[src/rtl/disp_sync_pkg.sv]
// Package: shared width and per-axis timing record for the raster sync generator.
// Assumes every counter and timing value fits in DSG_CW bits.
package disp_sync_pkg;
    parameter int unsigned DSG_CW = 12;

    // One axis of timing: all values are in that axis' counting unit
    typedef struct packed {
        logic [DSG_CW-1:0] total;
        logic [DSG_CW-1:0] sync_on;
        logic [DSG_CW-1:0] sync_off;
        logic [DSG_CW-1:0] act_at;
    } axis_tmg_t;
endpackage

[src/rtl/disp_sync_shadow.sv]
// Module: holds the timing set in force for the current frame.
// Loads the live inputs while reset is held and on the frame-end strobe;
// holds otherwise. Assumes load is a single-clock pulse.
module disp_sync_shadow
    import disp_sync_pkg::*;
(
    input  logic      clk,
    input  logic      rst_n,
    input  logic      load,
    input  axis_tmg_t live_h,
    input  axis_tmg_t live_v,
    output axis_tmg_t cur_h,
    output axis_tmg_t cur_v
);
    // Capture the live timing at reset and at frame end only
    always_ff @(posedge clk) begin
        if (!rst_n || load) begin
            cur_h <= live_h;
            cur_v <= live_v;
        end
    end
endmodule

[src/rtl/disp_sync_axis.sv]
// Module: one timing axis - a wrapping counter plus sync/active decode.
// Counts when step is high; wrap marks the step that returns to 0.
// Assumes total >= 2, sync_on <= sync_off <= total, act_at < total.
module disp_sync_axis
    import disp_sync_pkg::*;
(
    input  logic              clk,
    input  logic              rst_n,
    input  logic              step,
    input  axis_tmg_t         tmg,
    output logic [DSG_CW-1:0] cnt,
    output logic              wrap,
    output logic              sync_n,
    output logic              act,
    output logic [DSG_CW-1:0] pos
);
    logic at_last;

    // Detect the final count of the period (>= guards a shrunk total)
    always_comb at_last = (cnt >= tmg.total - DSG_CW'(1));

    // Advance or wrap the count on each step
    always_ff @(posedge clk) begin
        if (!rst_n)
            cnt <= '0;
        else if (step)
            cnt <= at_last ? '0 : cnt + DSG_CW'(1);
    end

    // Decode wrap strobe, sync window, active window and active position
    always_comb begin
        wrap   = step && at_last;
        sync_n = !((cnt >= tmg.sync_on) && (cnt < tmg.sync_off));
        act    = (cnt >= tmg.act_at);
        pos    = cnt - tmg.act_at;
    end
endmodule

[src/rtl/disp_sync_gen.sv]
// Module: programmable raster sync generator top.
// Line and frame start at the front porch; active video begins at the
// programmed offsets. Timing inputs are taken at reset and frame end.
module disp_sync_gen
    import disp_sync_pkg::*;
(
    input  logic              clk,
    input  logic              rst_n,
    input  logic [DSG_CW-1:0] h_total,
    input  logic [DSG_CW-1:0] h_sync_on,
    input  logic [DSG_CW-1:0] h_sync_off,
    input  logic [DSG_CW-1:0] h_act_at,
    input  logic [DSG_CW-1:0] v_total,
    input  logic [DSG_CW-1:0] v_sync_on,
    input  logic [DSG_CW-1:0] v_sync_off,
    input  logic [DSG_CW-1:0] v_act_at,
    output logic              hsync_n,
    output logic              vsync_n,
    output logic              de,
    output logic [DSG_CW-1:0] px_x,
    output logic [DSG_CW-1:0] px_y
);
    axis_tmg_t         live_h, live_v, sh_h, sh_v;
    logic [DSG_CW-1:0] hc, vc, hpos, vpos;
    logic              h_wrap, v_wrap, h_act, v_act, frame_end;

    // Pack the live inputs into per-axis records
    always_comb begin
        live_h = '{total: h_total, sync_on: h_sync_on, sync_off: h_sync_off, act_at: h_act_at};
        live_v = '{total: v_total, sync_on: v_sync_on, sync_off: v_sync_off, act_at: v_act_at};
    end

    // Frame ends on the clock where both axes wrap together
    always_comb frame_end = h_wrap && v_wrap;

    disp_sync_shadow u_shadow (
        .clk(clk), .rst_n(rst_n), .load(frame_end),
        .live_h(live_h), .live_v(live_v), .cur_h(sh_h), .cur_v(sh_v)
    );

    disp_sync_axis u_hax (
        .clk(clk), .rst_n(rst_n), .step(1'b1), .tmg(sh_h),
        .cnt(hc), .wrap(h_wrap), .sync_n(hsync_n), .act(h_act), .pos(hpos)
    );

    disp_sync_axis u_vax (
        .clk(clk), .rst_n(rst_n), .step(h_wrap), .tmg(sh_v),
        .cnt(vc), .wrap(v_wrap), .sync_n(vsync_n), .act(v_act), .pos(vpos)
    );

    // Combine the axes into data enable and gated coordinates
    always_comb begin
        de   = h_act && v_act;
        px_x = de ? hpos : '0;
        px_y = de ? vpos : '0;
    end
endmodule

[config.mk]
export PLATFORM = sky130hd
export DESIGN_NAME = disp_sync_gen
export DESIGN_NICKNAME = d
export VERILOG_FILES = /design/src/rtl/disp_sync_pkg.sv /design/src/rtl/disp_sync_shadow.sv /design/src/rtl/disp_sync_axis.sv /design/src/rtl/disp_sync_gen.sv
export SDC_FILE = /design/constraint.sdc
export NUM_CORES = 1
export LEC_CHECK = 0
export BUFFER_PORTS_ARGS = -buffer_cell sky130_fd_sc_hd__buf_2
export CAP_MARGIN = 20
export CORE_UTILIZATION = 55
export CTS_CLUSTER_SIZE = 14
export DETAILED_ROUTE_END_ITERATION = 10
export GPL_TIMING_DRIVEN = 0
export MAX_ROUTING_LAYER = met4
export PLACE_DENSITY = 0.83
export SLEW_MARGIN = 20
export SYNTH_ARGS = -nofsm -noshare
export SYNTH_HDL_FRONTEND = slang
export SYNTH_SLANG_ARGS = --single-unit
[constraint.sdc]
create_clock -name clk -period 16.5 [get_ports clk]
set_input_delay 3.3 -clock clk [delete_from_list [all_inputs] [get_ports clk]]
set_output_delay 3.3 -clock clk [all_outputs]
set_load 0.005 [all_outputs]
# ---- After elaboration in Yosys (flattened, before gate mapping)
# Cells that the tools add are included.
dict set report totals {
  reg_bits 120
  in_bits 98
  output_inout_bits 27
  wordCells 38
}
dict set report classes {
  n_addsub 6
  magnitude_cmp 8
  n_mux 3
  bitwise 1
  n_reduce_logical 10
}
# op count
set ops {}
lappend ops {{12-bit greater-or-equal comparator} 6}
lappend ops {{12-bit 2-to-1 mux} 3}
lappend ops {{12-bit by 1-bit adder with 12-bit output, second input constant} 2}
lappend ops {{12-bit less-than comparator} 2}
lappend ops {{12-bit by 1-bit subtractor with 12-bit output, second input constant} 2}
lappend ops {{12-bit subtractor} 2}
lappend ops {{1-bit logical AND} 5}
lappend ops {{1-bit logical NOT} 3}
lappend ops {{2-bit OR reduction} 1}
lappend ops {{1-bit logical OR} 1}
lappend ops {{1-bit NOT} 1}

# ---- Logic depth before layout (Yosys ltp)
dict set report logic_depth {
  ltp_word 5
  ltp_mapped 14
  ltp_nobuf 13
}

# ---- By module
# A second synthesis with hierarchy kept.
dict set report unflattened {
  cells_unflattened 721
  area_unflattened_um2 7459.7
}
# module instances cells_per_inst area_each_um2 seq_area_each_um2
set modules_own_cells {}
lappend modules_own_cells {disp_sync_shadow 1 97 2889.0 2882.8}
lappend modules_own_cells {{disp_sync_axis (u_vax)} 1 301 2189.6 240.2}
lappend modules_own_cells {{disp_sync_axis (u_hax)} 1 292 2174.6 240.2}
lappend modules_own_cells {disp_sync_gen 1 31 206.4 0.0}

# ---- Worst setup path before layout
# Ideal clock, no wire load.
dict set report synth_path {
  kind {input-to-reg}
  startpoint {in rst_n}
  endpoint {reg u_shadow.cur_h[0] (netlist name) (enable)}
  setup_ns 0.465
  arrival_time_ns 5.964
  t_required_ns 16.035
  slack_ns 10.071
  path_stages 3
  n_path_buf 1
  cell_sequence {o21ai_1 -> clkbuf_1 -> and2_1}
}
dict set report synth_between {
  elab_chain_len 2
}
# item line
set synth_lines {}
lappend synth_lines {{start, declared} disp_sync_gen.sv:8} ;# input logic rst_n,
lappend synth_lines {{1-bit logical NOT} -}
lappend synth_lines {{1-bit logical OR} disp_sync_shadow.sv:17} ;# if (!rst_n || load) begin
lappend synth_lines {{end signal, assigned} disp_sync_shadow.sv:18} ;# cur_h <= live_h;
lappend synth_lines {{end, declared} disp_sync_shadow.sv:12} ;# output axis_tmg_t cur_h,
# No other way between the ends.
# A chain may end at the register's enable or synchronous reset.

# ---- Worst setup path in the final report
dict set report layout_path {
  startpoint {reg u_hax.cnt[0]}
  endpoint {out px_x[4]}
}
dict set report layout_between {
  elab_chain_len 3
  elab_cells_between_ends 4
  cone_classes {1 x add/sub; 1 x order compare; 1 x mux; 1 x reduce/logical}
}
# item line
set layout_lines {}
lappend layout_lines {{start, declared} disp_sync_axis.sv:11} ;# output logic [DSG_CW-1:0] cnt,
lappend layout_lines {{start signal, assigned} disp_sync_axis.sv:27} ;# cnt <= at_last ? '0 : cnt + DSG_CW'(1);
lappend layout_lines {{12-bit greater-or-equal comparator} disp_sync_axis.sv:34} ;# act = (cnt >= tmg.act_at);
lappend layout_lines {{1-bit logical AND} disp_sync_gen.sv:53} ;# de = h_act && v_act;
lappend layout_lines {{12-bit 2-to-1 mux (*)} disp_sync_gen.sv:54} ;# px_x = de ? hpos : '0;
lappend layout_lines {{end, declared} disp_sync_gen.sv:20} ;# output logic [DSG_CW-1:0] px_x,
# Every way passes the cells marked *; elsewhere a longest branch is shown, timed or not.

==> metrics.md <==
| Metric | Value |
|---|---|
| Status | `complete, no violations` |
| Worst path arrival time | `3.19 ns` |
| First-pass GRT wire length | `25390 um` |
| Dominant cells by area after synthesis | `edfxtp_1 40%, ha_1 17%, dfxtp_1 6.7%, inv_1 4.2%, xnor2_1 3.3%` |
| Register area share after synthesis | `46.85%` |
| Crit Path Max Fanout | `10` |
| Die area | `0.01351 mm^2` |
| Yosys cell types | `57` |
| Share of cells above drive strength 1 | `20.27%` |
| Max clock buf depth | `2` |
| Final Cycle Share | `39.34%` |
| Worst-Margin Slew | `0.7332 ns` |
| Initial antenna violation count | `0` |
| WS Path Type | `reg -> out` |
| Filler cells | `904` |
| Post-synth EDFFs | `96` |
| Clk_lat worst skew | `0.41 ns` |
| Fin crit period | `6.491 ns` |
| Setup Viol. Count Final | `0` |
| Routed wire length | `15610 um` |
| Most frequent cells in the layout | `127 x buf_2, 98 x ha_1, 96 x edfxtp_1` |
| IO Pins | `125` |
| Average cell area after synthesis | `10.76 um^2` |
| WP data required | `13.20 ns` |
| Leakage power | `4.080 nW` |
| Iteration-0 DRC Markers | `297` |
| Antenna diodes | `0` |
| DP Area | `0.008038 mm^2` |
| Remaining global-route overflow | `0` |
| Core region area | `0.01267 mm^2` |
| Initial Utilization | `56.66%` |
| Routed vias/inst | `5.501` |
| WL/cell | `15.67 um` |
| Warnings from Yosys | `0` |
| Die X | `116.3 um` |
| Hold buffers post-CTS | `0` |
| DRT Pass-1 Iters | `5` |
| Max-slew violation count | `0` |
| Clk_skew | `0.004919 ns` |
| Total clock sinks | `120` |
| Remaining antenna violation count after routing | `0` |
| Cell Rows | `41` |
| Post-route setup TNS | `0 ns` |
| Ys flop type | `edfxtp_1` |
| Post-synth top area share | `40.15%` |
| RSZ-0062 raised after global routing | `false` |
| Fraction of registers with async set/reset | `0%` |
| Achievable Freq | `154.1 MHz` |
| Clk root buf | `clkbuf_16` |
| Final #Nets | `1009` |
| Fin. Hold Viols | `0` |
| HP Class | `reg -> reg` |
| I/O Buffers | `124` |
| Crit path capture type | `primary output` |
| Vias | `5479` |
| Remaining DRCs | `0` |
| Yosys top cell by area | `edfxtp_1` |
| Largest net degree at the start of global routing | `54` |
| Max VDD drop | `0.08195 mV` |
| PostCTS Resize Cnt | `0` |
| CTS tree | `yes` |
| Vias in the first global route | `5495` |
| H-tree Lvls | `4` |
| Synth Instances | `667` |
| Postcts setup bufs | `0` |
| Reg clk slew, reported paths | `0.05 ns` |
| Design area | `0.008673 mm^2` |
| Leading cell type in the layout, fill and taps excluded | `buf_2` |
| Rel. slew slack | `51.12%` |
| PwrDens | `91.73 mW/mm^2` |
| Area Growth Syn to Fin | `20.81%` |
| Mapped Nets | `865` |
| Die height | `116.3 um` |
| Count of state elements after synthesis | `120` |
| Post-Synthesis Cell Area | `0.007179 mm^2` |
| Startpoint types | `register` |
| GRT Overall Usage | `25.43%` |
| TritonCTS buffer count | `17` |
| Maxcap violations | `0` |
| Sequential cell area | `0.003363 mm^2` |
| Post-detail-place hpwl | `11840 um` |
| Area of the multi-input gates | `0.003466 mm^2` |
| Routability cong. | `0.8501` |
## state kept, by name, summed over array words and instances (netlist names)
signal and cells:
u_hax.cnt 12, u_shadow.cur_h 48, u_shadow.cur_v 48, u_vax.cnt 12
## final timing paths
| path | start | end | slack (ns) | depth (start not counted) |
|---|---|---|---|---|
| min | u_hax.cnt[0] | u_hax.cnt[0] | 0.46 | 1 |
| max | u_hax.cnt[0] | px_x[4] | 10.01 | 12 |
| max reg2reg | u_shadow.cur_h[43] | u_shadow.cur_h[14] | 12.24 | 11 |
| min reg2reg | u_hax.cnt[0] | u_hax.cnt[0] | 0.46 | 1 |
## per-layer routing
metal  global-route usage, %  wire [um]  vias to the layer above
met5                       -          0                        -
met1                   31.64       7051                     2548
met2                   40.28       7425                      176
li1                        -          -                     2717
met3                   4.722        772                       38
met4                   11.62        360                        0
## critical path, stage by stage, from the launching register on
cell and delay [ns]:
dfxtp_1 0.33, inv_1 0.19, ha_1 0.21, inv_1 0.06, fa_1 0.39, a21o_1 0.19
a21oi_1 0.34, a21o_1 0.17, nand3_1 0.08, o2111ai_1 0.32, buf_2 0.32, nor2_1 0.07
buf_2 0.13
## cells in the mapped netlist (all sizes together), types with 5 or more instances
cell,count
nor3,16
a211oi,5
dfxtp,24
a31oi,5
xnor2,27
edfxtp,96
nor2b,15
a21oi,34
ha,98
xor2,16
and3,12
nand3,14
nand2,27
a22o,11
nand4,7
buf,5
nor4,6
nor2,52
inv,81
a21o,16
nand2b,7
o21ai,38
## cells by family (layout without fill, tap and decap cells)
kind of cell	Yosys count	count (layout)	synth area share, %
simple gates	174	174	12.25
compound gates	140	140	12.95
flops	120	120	46.85
fa+ha+maj	100	100	17.64
buf+inv	89	246	4.914
xor+xnor	43	43	5.246
mux	1	1	0.1568
## power breakdown
part | internal, mW | switching, mW
sequential | 0.340 | 0.00586
clock | 0.267 | 0.129
combinational | 0.0246 | 0.0299
total | 0.631 | 0.165
## through the flow
step / total power [mW] / util [%] / cells / setup WS [ns] / hold WS, ns
3_5_place_dp: 0.4056 / 63.43 / 964 / 10.42 / 0.4484
3_3_place_gp: 0.4019 / 63.26 / 963 / 9.039 / 0.4400
5_1_grt: 0.8215 / 68.45 / 996 / 9.737 / 0.4901
2_1_floorplan: 0.3823 / - / 667 / 10.07 / 0.4258
6_report: 0.7956 / 68.45 / 996 / 10.01 / 0.4591
4_1_cts: 0.8005 / 68.45 / 996 / 9.961 / 0.4614
## layout make-up
class	count	area share [%]
inverters	81	3.505
repair buffers	125	7.386
plain buffers	8	0.5626
clock inverters	13	2.337
flip-flops and latches	120	38.78
well taps	172	2.481
clock buffers	19	4.991
multi-input cells	458	39.96
No activity file was read; power rests on OpenSTA's default activity.
